[src/rtl/mpuart_pkg.sv]
package mpuart_pkg;
  localparam int unsigned DATA_W = 8;

  // mode code is {bit A, bit B}
  typedef enum logic [1:0] {
    MODE_OFF = 2'b00,
    MODE_8   = 2'b01,
    MODE_9A  = 2'b10,
    MODE_9B  = 2'b11
  } mode_e;

  function automatic logic maj3(input logic a, input logic b, input logic c);
    return (a & b) | (a & c) | (b & c);
  endfunction

  function automatic logic is_nine(input mode_e m);
    return m == MODE_9A || m == MODE_9B;
  endfunction

  function automatic logic own_hit(input logic [DATA_W-1:0] byte_i,
                                   input logic [DATA_W-1:0] own,
                                   input logic [DATA_W-1:0] mask);
    return ((byte_i ^ own) & mask) == '0;
  endfunction

  function automatic logic bcast_hit(input logic [DATA_W-1:0] byte_i,
                                     input logic [DATA_W-1:0] own,
                                     input logic [DATA_W-1:0] mask);
    logic [DATA_W-1:0] b;
    b = own | mask;
    return (byte_i & b) == b;
  endfunction
endpackage

[src/rtl/mpuart_tx.sv]
module mpuart_tx
  import mpuart_pkg::*;
#(
  parameter int unsigned OVS = 16
) (
  input  logic              clk,
  input  logic              rst_n,
  input  logic              tick,
  input  logic              start,
  input  logic              nine,
  input  logic [DATA_W-1:0] data,
  input  logic              bit9,
  output logic              txd,
  output logic              busy,
  output logic              done
);
  localparam int unsigned CW = $clog2(OVS);
  localparam int unsigned FW = DATA_W + 3;
  localparam int unsigned BW = $clog2(FW);

  logic [FW-1:0] frame_q;
  logic [BW-1:0] bidx_q, last_q;
  logic [CW-1:0] tcnt_q;
  logic          bit_end;

  assign bit_end = busy && tick && tcnt_q == CW'(OVS - 1);
  assign done    = bit_end && bidx_q == last_q;
  assign txd     = busy ? frame_q[bidx_q] : 1'b1;

  always_ff @(posedge clk or negedge rst_n) begin
    if (!rst_n) begin
      busy    <= 1'b0;
      frame_q <= '1;
      bidx_q  <= '0;
      last_q  <= '0;
      tcnt_q  <= '0;
    end else if (!busy) begin
      if (start) begin
        busy    <= 1'b1;
        frame_q <= {1'b1, (nine ? bit9 : 1'b1), data, 1'b0};
        last_q  <= nine ? BW'(DATA_W + 2) : BW'(DATA_W + 1);
        bidx_q  <= '0;
        tcnt_q  <= '0;
      end
    end else if (tick) begin
      if (tcnt_q == CW'(OVS - 1)) begin
        tcnt_q <= '0;
        if (bidx_q == last_q) busy <= 1'b0;
        else bidx_q <= bidx_q + 1'b1;
      end else begin
        tcnt_q <= tcnt_q + 1'b1;
      end
    end
  end


  tx_start_low_chk: assert property (@(posedge clk) disable iff (!rst_n)
    (start && !busy) |=> !txd);

  tx_stop_high_chk: assert property (@(posedge clk) disable iff (!rst_n)
    done |-> txd);
endmodule

[src/rtl/mpuart_rx.sv]
module mpuart_rx
  import mpuart_pkg::*;
#(
  parameter int unsigned OVS = 16
) (
  input  logic              clk,
  input  logic              rst_n,
  input  logic              tick,
  input  logic              rxd_s,
  input  logic              enable,
  input  mode_e             mode,
  input  logic              mp_en,
  input  logic [DATA_W-1:0] own,
  input  logic [DATA_W-1:0] mask,
  output logic              accept,
  output logic              ferr,
  output logic              addr_hit,
  output logic [DATA_W-1:0] data,
  output logic              bit9
);
  localparam int unsigned CW  = $clog2(OVS);
  localparam int unsigned MID = OVS / 2;
  localparam int unsigned BW  = $clog2(DATA_W + 3);

  logic          active_q, s_a_q, s_b_q, b9_q;
  logic [CW-1:0] tcnt_q;
  logic [BW-1:0] bidx_q, stop_idx;
  logic [DATA_W-1:0] sh_q;
  logic          dec, vote, frame_end, nine, filt;

  assign nine      = is_nine(mode);
  assign filt      = nine && mp_en;
  assign stop_idx  = nine ? BW'(DATA_W + 2) : BW'(DATA_W + 1);
  assign dec       = active_q && tick && tcnt_q == CW'(MID + 1);
  assign vote      = maj3(s_a_q, s_b_q, rxd_s);
  assign frame_end = dec && bidx_q == stop_idx;
  assign addr_hit  = frame_end && (own_hit(sh_q, own, mask) || bcast_hit(sh_q, own, mask));
  assign accept    = frame_end && vote && (!filt || (b9_q && addr_hit));
  assign ferr      = frame_end && !vote;
  assign data      = sh_q;
  assign bit9      = nine ? b9_q : vote;

  always_ff @(posedge clk or negedge rst_n) begin
    if (!rst_n) begin
      active_q <= 1'b0;
      tcnt_q   <= '0;
      bidx_q   <= '0;
      s_a_q    <= 1'b1;
      s_b_q    <= 1'b1;
      sh_q     <= '0;
      b9_q     <= 1'b0;
    end else if (!active_q) begin
      if (enable && tick && !rxd_s) begin
        active_q <= 1'b1;
        tcnt_q   <= CW'(1);
        bidx_q   <= '0;
      end
    end else if (tick) begin
      if (tcnt_q == CW'(MID - 1)) s_a_q <= rxd_s;
      if (tcnt_q == CW'(MID))     s_b_q <= rxd_s;
      if (dec) begin
        if (bidx_q == '0) begin
          if (vote) active_q <= 1'b0;
        end else if (bidx_q == stop_idx) begin
          active_q <= 1'b0;
        end else if (bidx_q <= BW'(DATA_W)) begin
          sh_q <= {vote, sh_q[DATA_W-1:1]};
        end else begin
          b9_q <= vote;
        end
      end
      if (tcnt_q == CW'(OVS - 1)) begin
        tcnt_q <= '0;
        bidx_q <= bidx_q + 1'b1;
      end else begin
        tcnt_q <= tcnt_q + 1'b1;
      end
    end
  end


  rx_mp_bit9_chk: assert property (@(posedge clk) disable iff (!rst_n)
    (accept && filt) |-> (b9_q && addr_hit));

  rx_ferr_idle_chk: assert property (@(posedge clk) disable iff (!rst_n)
    ferr |=> !active_q);
endmodule

[src/rtl/mpuart.sv]
module mpuart
  import mpuart_pkg::*;
#(
  parameter int unsigned OVS = 16
) (
  input  logic        clk,
  input  logic        rst_n,
  input  logic        baud_tick,
  input  logic        rxd,
  output logic        txd,
  input  logic [2:0]  reg_addr,
  input  logic        reg_we,
  input  logic [7:0]  reg_wdata,
  output logic [7:0]  reg_rdata,
  output logic        rx_irq,
  output logic        tx_irq
);
  localparam logic [2:0] A_CTRL = 3'd0, A_DATA = 3'd1, A_OWN = 3'd2,
                         A_MASK = 3'd3, A_AUX = 3'd4;

  logic m_a, m_b, mp_en, rx_en, tx9, rx9, tx_flag, rx_flag, fe_q, fe_view;
  logic [DATA_W-1:0] own_q, mask_q, rbuf_q;
  logic sync1_q, sync2_q;
  mode_e mode;
  logic ctrl_we, tx_start, tx_busy, tx_done;
  logic rx_accept, rx_ferr, rx_addr_hit, rx_bit9;
  logic [DATA_W-1:0] rx_data;

  assign mode     = mode_e'({m_a, m_b});
  assign ctrl_we  = reg_we && reg_addr == A_CTRL;
  assign tx_start = reg_we && reg_addr == A_DATA && mode != MODE_OFF;
  assign rx_irq   = rx_flag;
  assign tx_irq   = tx_flag;

  always_ff @(posedge clk or negedge rst_n) begin
    if (!rst_n) begin
      sync1_q <= 1'b1;
      sync2_q <= 1'b1;
    end else begin
      sync1_q <= rxd;
      sync2_q <= sync1_q;
    end
  end

  always_ff @(posedge clk or negedge rst_n) begin
    if (!rst_n) begin
      {m_a, m_b, mp_en, rx_en, tx9, rx9, tx_flag, rx_flag} <= '0;
      fe_q    <= 1'b0;
      fe_view <= 1'b0;
      own_q   <= '0;
      mask_q  <= '0;
      rbuf_q  <= '0;
    end else begin
      if (ctrl_we) begin
        if (fe_view) fe_q <= reg_wdata[7];
        else         m_a  <= reg_wdata[7];
        {m_b, mp_en, rx_en, tx9, rx9, tx_flag, rx_flag} <= reg_wdata[6:0];
      end
      if (reg_we && reg_addr == A_OWN)  own_q   <= reg_wdata;
      if (reg_we && reg_addr == A_MASK) mask_q  <= reg_wdata;
      if (reg_we && reg_addr == A_AUX)  fe_view <= reg_wdata[0];
      // hardware events take priority over a software write in the same cycle
      if (rx_ferr) fe_q <= 1'b1;
      if (rx_accept) begin
        rx_flag <= 1'b1;
        rbuf_q  <= rx_data;
        rx9     <= rx_bit9;
      end
      if (tx_done) tx_flag <= 1'b1;
    end
  end

  always_comb begin
    unique case (reg_addr)
      A_CTRL:  reg_rdata = {(fe_view ? fe_q : m_a), m_b, mp_en, rx_en, tx9, rx9, tx_flag, rx_flag};
      A_DATA:  reg_rdata = rbuf_q;
      A_OWN:   reg_rdata = own_q;
      A_MASK:  reg_rdata = mask_q;
      A_AUX:   reg_rdata = {7'd0, fe_view};
      default: reg_rdata = 8'h00;
    endcase
  end

  mpuart_tx #(.OVS(OVS)) u_tx (
    .clk(clk), .rst_n(rst_n), .tick(baud_tick), .start(tx_start),
    .nine(is_nine(mode)), .data(reg_wdata), .bit9(tx9),
    .txd(txd), .busy(tx_busy), .done(tx_done)
  );

  mpuart_rx #(.OVS(OVS)) u_rx (
    .clk(clk), .rst_n(rst_n), .tick(baud_tick), .rxd_s(sync2_q),
    .enable(rx_en && mode != MODE_OFF), .mode(mode), .mp_en(mp_en),
    .own(own_q), .mask(mask_q), .accept(rx_accept), .ferr(rx_ferr),
    .addr_hit(rx_addr_hit), .data(rx_data), .bit9(rx_bit9)
  );


  fe_sticky_chk: assert property (@(posedge clk) disable iff (!rst_n)
    (fe_q && !(ctrl_we && fe_view)) |=> fe_q);

  off_idle_chk: assert property (@(posedge clk) disable iff (!rst_n)
    (reg_we && reg_addr == A_DATA && mode == MODE_OFF && !tx_busy) |=> !tx_busy);

  mp_data_drop_chk: assert property (@(posedge clk) disable iff (!rst_n)
    (rx_accept && mp_en && is_nine(mode)) |-> rx_addr_hit);
endmodule

[config.mk]
export PLATFORM = sky130hd
export DESIGN_NAME = mpuart
export DESIGN_NICKNAME = d
export VERILOG_FILES = /design/src/rtl/mpuart_pkg.sv /design/src/rtl/mpuart_tx.sv /design/src/rtl/mpuart_rx.sv /design/src/rtl/mpuart.sv
export SDC_FILE = /design/constraint.sdc
export NUM_CORES = 1
export LEC_CHECK = 0
export ABC_CLOCK_PERIOD_IN_PS = 2600
export BUFFER_PORTS_ARGS = -buffer_cell sky130_fd_sc_hd__buf_2
export CAP_MARGIN = 10
export CORE_MARGIN = 5
export CORE_UTILIZATION = 25
export CTS_BUF_LIST = sky130_fd_sc_hd__clkbuf_16
export DETAILED_ROUTE_END_ITERATION = 7
export PLACE_DENSITY_LB_ADDON = 0.25
export SYNTH_ARGS = -nofsm -noshare
export SYNTH_HDL_FRONTEND = slang
export SYNTH_SLANG_ARGS = --single-unit
[constraint.sdc]
create_clock -name clk -period 2.6 [get_ports clk]
set_clock_uncertainty 0.1 [all_clocks]
set_input_delay 0.26 -clock clk [delete_from_list [all_inputs] [get_ports clk]]
set_output_delay 0.26 -clock clk [all_outputs]
set_load 0.01 [all_outputs]
==> results.json <==
{
  "status": "complete, no violations",
  "finalCriticalPeriod_ns": 2.295,
  "tns_ns": 0,
  "wire_per_inst_um": 15.95,
  "die_w_um": 135.9,
  "worst_slew_pin_slew_ns": 0.6254,
  "p_int_mw": 2.944,
  "ant_nets": 0,
  "r2r_setup_slack_ns": 0.34,
  "cts_sinks": 78,
  "rsz0062_at_grt": "false",
  "cp.required_ns": 2.24,
  "antenna_found_initial": 0,
  "core_region_area_mm2": 0.01571,
  "synth_mux_area_share_pct": 20.94,
  "yosys_warnings": 0,
  "cts_made_buffers": 9,
  "finalNonFillerCells": 593,
  "grt_pass1_wl_um": 15610,
  "power_leakage_nw": 2.073,
  "cts_tree": "done",
  "dp.cells": 575,
  "period_share_pct": 88.27,
  "critPathLaunchType": "flip-flop",
  "power.net_switching_mw": 1.315,
  "grt_pass1_vias": 2791,
  "yosysTopAreaCell": "dfrtp_1",
  "synth-seq-cells": 78,
  "slew_violations": 0,
  "synth_fa_ha_area_share_pct": 2.464,
  "synth_xor_area_share_pct": 2.874,
  "grt.total_usage_pct": 11.20,
  "rows": 46,
  "vias_per_cell": 4.553,
  "portBuffers": 26,
  "drv_cap": 0,
  "overflow": 0,
  "clk_pin_slew_ns": 0.06,
  "crit_chain": "mux2_2 -> a21oi_1 -> o21ai_0 -> nand2_1 -> o311ai_0 -> buf_2",
  "drive_gt1_share_pct": 32.89,
  "slowest_delay_ns": 0.58,
  "power.total_mw": 4.259,
  "synth_compound_area_share_pct": 8.528,
  "yosysMostFrequentCell": "dfrtp_1",
  "synthTopCellsByCount": "dfrtp_1 (64), mux2_2 (51), o21ai_0 (20)",
  "p_per_area_mw_per_mm2": 904.7,
  "finalSetupViolCount": 0,
  "worst_path_max_delay_cell": "dfrtp_1",
  "synth_flop_cell": "dfrtp_1",
  "totalWireLength_um": 9456,
  "swShare_pct": 30.88,
  "critPathMaxFanout": 9,
  "insertion_delay_ns": 0.34,
  "die_y_um": 135.9,
  "syn_nets": 358,
  "fin_util_pct": 29.97,
  "place.gp.congestion": 0.7718,
  "clkPwrFrac_pct": 30.8,
  "htreeDepth": 3,
  "io_pins": 27,
  "finalHoldViolCount": 0,
  "hold_class": "input pin to flip-flop",
  "worstPathArrival_ns": 1.94,
  "cts_buffer_depth": 2,
  "synthCells": 335,
  "final.fill_count": 1614,
  "crit_path_end_kind": "output port",
  "syn_avg_cell_area_um2": 11.82,
  "syn2layout_area_growth_pct": 18.86,
  "whs_ns": 0.1117,
  "drc": 0,
  "synth.cell_area_mm2": 0.003961,
  "root_buffer": "clkbuf_16",
  "grt_max_degree": 42,
  "initial_core_util_pct": 25.21,
  "ys_seq_area_share_pct": 49.72,
  "die-area_mm2": 0.01846,
  "p_seq_share_pct": 45.0,
  "synthArstFlopShare_pct": 100.0,
  "yosys.area_share.simple_pct": 13.20,
  "synth_edf_count": 0,
  "antenna-diode-count": 0,
  "power_frac_comb_pct": 24.2,
  "finalNetCount": 395,
  "dp_hpwl_um": 6815,
  "peakVddDrop_uv": 377.1,
  "synth_top_area_share_pct": 40.43,
  "max_freq_mhz": 435.7,
  "drt_iter0_markers": 136,
  "synth_top_family_by_area": "multiplexers",
  "synthDistinctLibCells": 49,
  "firstDrtPassIters": 4,
  "critPathKind": "flip-flop to output port",
  "synth.area.top_cells": "dfrtp_1 (40%), mux2_2 (14%), dfstp_2 (9.3%), mux4_2 (3.4%), mux2i_1 (3.0%)",
  "maxSlewHeadroom_pct": 57.92,
  "vias": 2700
}
[timing repair]
item,in CTS,in global routing
resized for setup,0,0
hold buffers,2,0
hold endpoints to repair,30,0
buffers inserted,0,0
[cell type report]
class                   instances  area (µm²)  area share (%)
well taps                     216       270.3           5.740
flip-flops and latches         78        1969           41.83
multi-input cells             236        1902           40.39
repair buffers                 38       227.7           4.837
clock inverters                 7       80.08           1.701
inverters                       9       33.78          0.7175
clock buffers                   9       225.2           4.783
[power groups by stage]
stage	Clock (mW)	Sequential [mW]	Combinational (mW)
after floorplan	0	1.80	0.831
after global placement	0	1.93	1.02
after detailed placement	0	1.93	1.04
after CTS	1.36	1.91	1.05
after global routing	1.40	1.97	1.18
final	1.31	1.92	1.03
[metal layers]
metal	wire, µm	GRT usage [%]
met2	4175	16.15
met3	442	3.590
met1	4615	15.42
met5	0	0
met4	221	4.815
[state kept, by name, indices dropped and copies added, names as in the netlist, 3 cells and up]
| register | flops |
|---|---|
| u_rx.tcnt_q | 4 |
| u_tx.last_q | 3 |
| u_tx.bidx_q | 4 |
| rbuf_q | 8 |
| u_rx.data | 8 |
| u_tx.frame_q | 10 |
| u_tx.tcnt_q | 4 |
| own_q | 8 |
| u_rx.bidx_q | 4 |
| mask_q | 8 |
[through the flow]
step / setup WS (ns) / cell area, µm²
finish: 0.3050 / 4708
global placement: 0.3815 / 4383
floorplan: 0.6864 / 3961
CTS: 0.2806 / 4708
global route: 0.1729 / 4708
detailed placement: 0.3479 / 4383
[kinds of logic after synthesis]
| family | after synthesis |
|---|---|
| flops | 78 |
| fa+ha+maj | 8 |
| simple gates | 96 |
| mux | 69 |
| compound gates | 50 |
| buf+inv | 21 |
| xor+xnor | 13 |
[path summary, 6_finish.rpt]
| path | from | end | depth (start not counted) |
|---|---|---|---|
| max in group asynchronous | rst_n | u_rx.s_b_q | 3 |
| min in group asynchronous | rst_n | u_tx.tcnt_q[3] | 2 |
| hold / removal | reg_wdata[3] | tx9 | 2 |
| hold reg to reg | sync1_q | sync2_q | 0 |
| setup / recovery | u_tx.bidx_q[0] | txd | 6 |
| setup reg to reg | m_a | u_tx.bidx_q[3] | 5 |
[worst max-delay path: cells and delay by family, from the launching register on]
kind / cells / cell delay (ns)
flip-flops: 1 / 0.58
multiplexers: 1 / 0.39
AO/OA/AOI/OAI: 3 / 0.38
buffers and inverters: 1 / 0.16
AND/OR/NAND/NOR: 1 / 0.08
[layout by cell type (no fill, tap or decap), types with 2 or more instances in the layout]
cell type and instances:
a211oi_1 2, a21oi_1 2, a22oi_1 4, a31oi_1 2, and2_1 10, and3_1 2, buf_2 25, buf_4 11
bufinv_16 2, clkbuf_16 9, clkinv_1 3, dfrtp_1 64, dfstp_2 14, dlygate4sd3_1 2, ha_1 7, inv_1 10
mux2_2 51, mux2i_1 12, mux4_2 6, nand2_1 19, nand2b_1 8, nand3_1 14, nand4_1 2, nand4bb_1 2
nor2_1 18, nor2b_1 6, nor3_1 3, nor3b_1 2, nor4_1 3, o21ai_0 20, o22ai_1 6, o31ai_1 4
xor2_1 13
No activity file was read; power rests on OpenSTA's default activity.
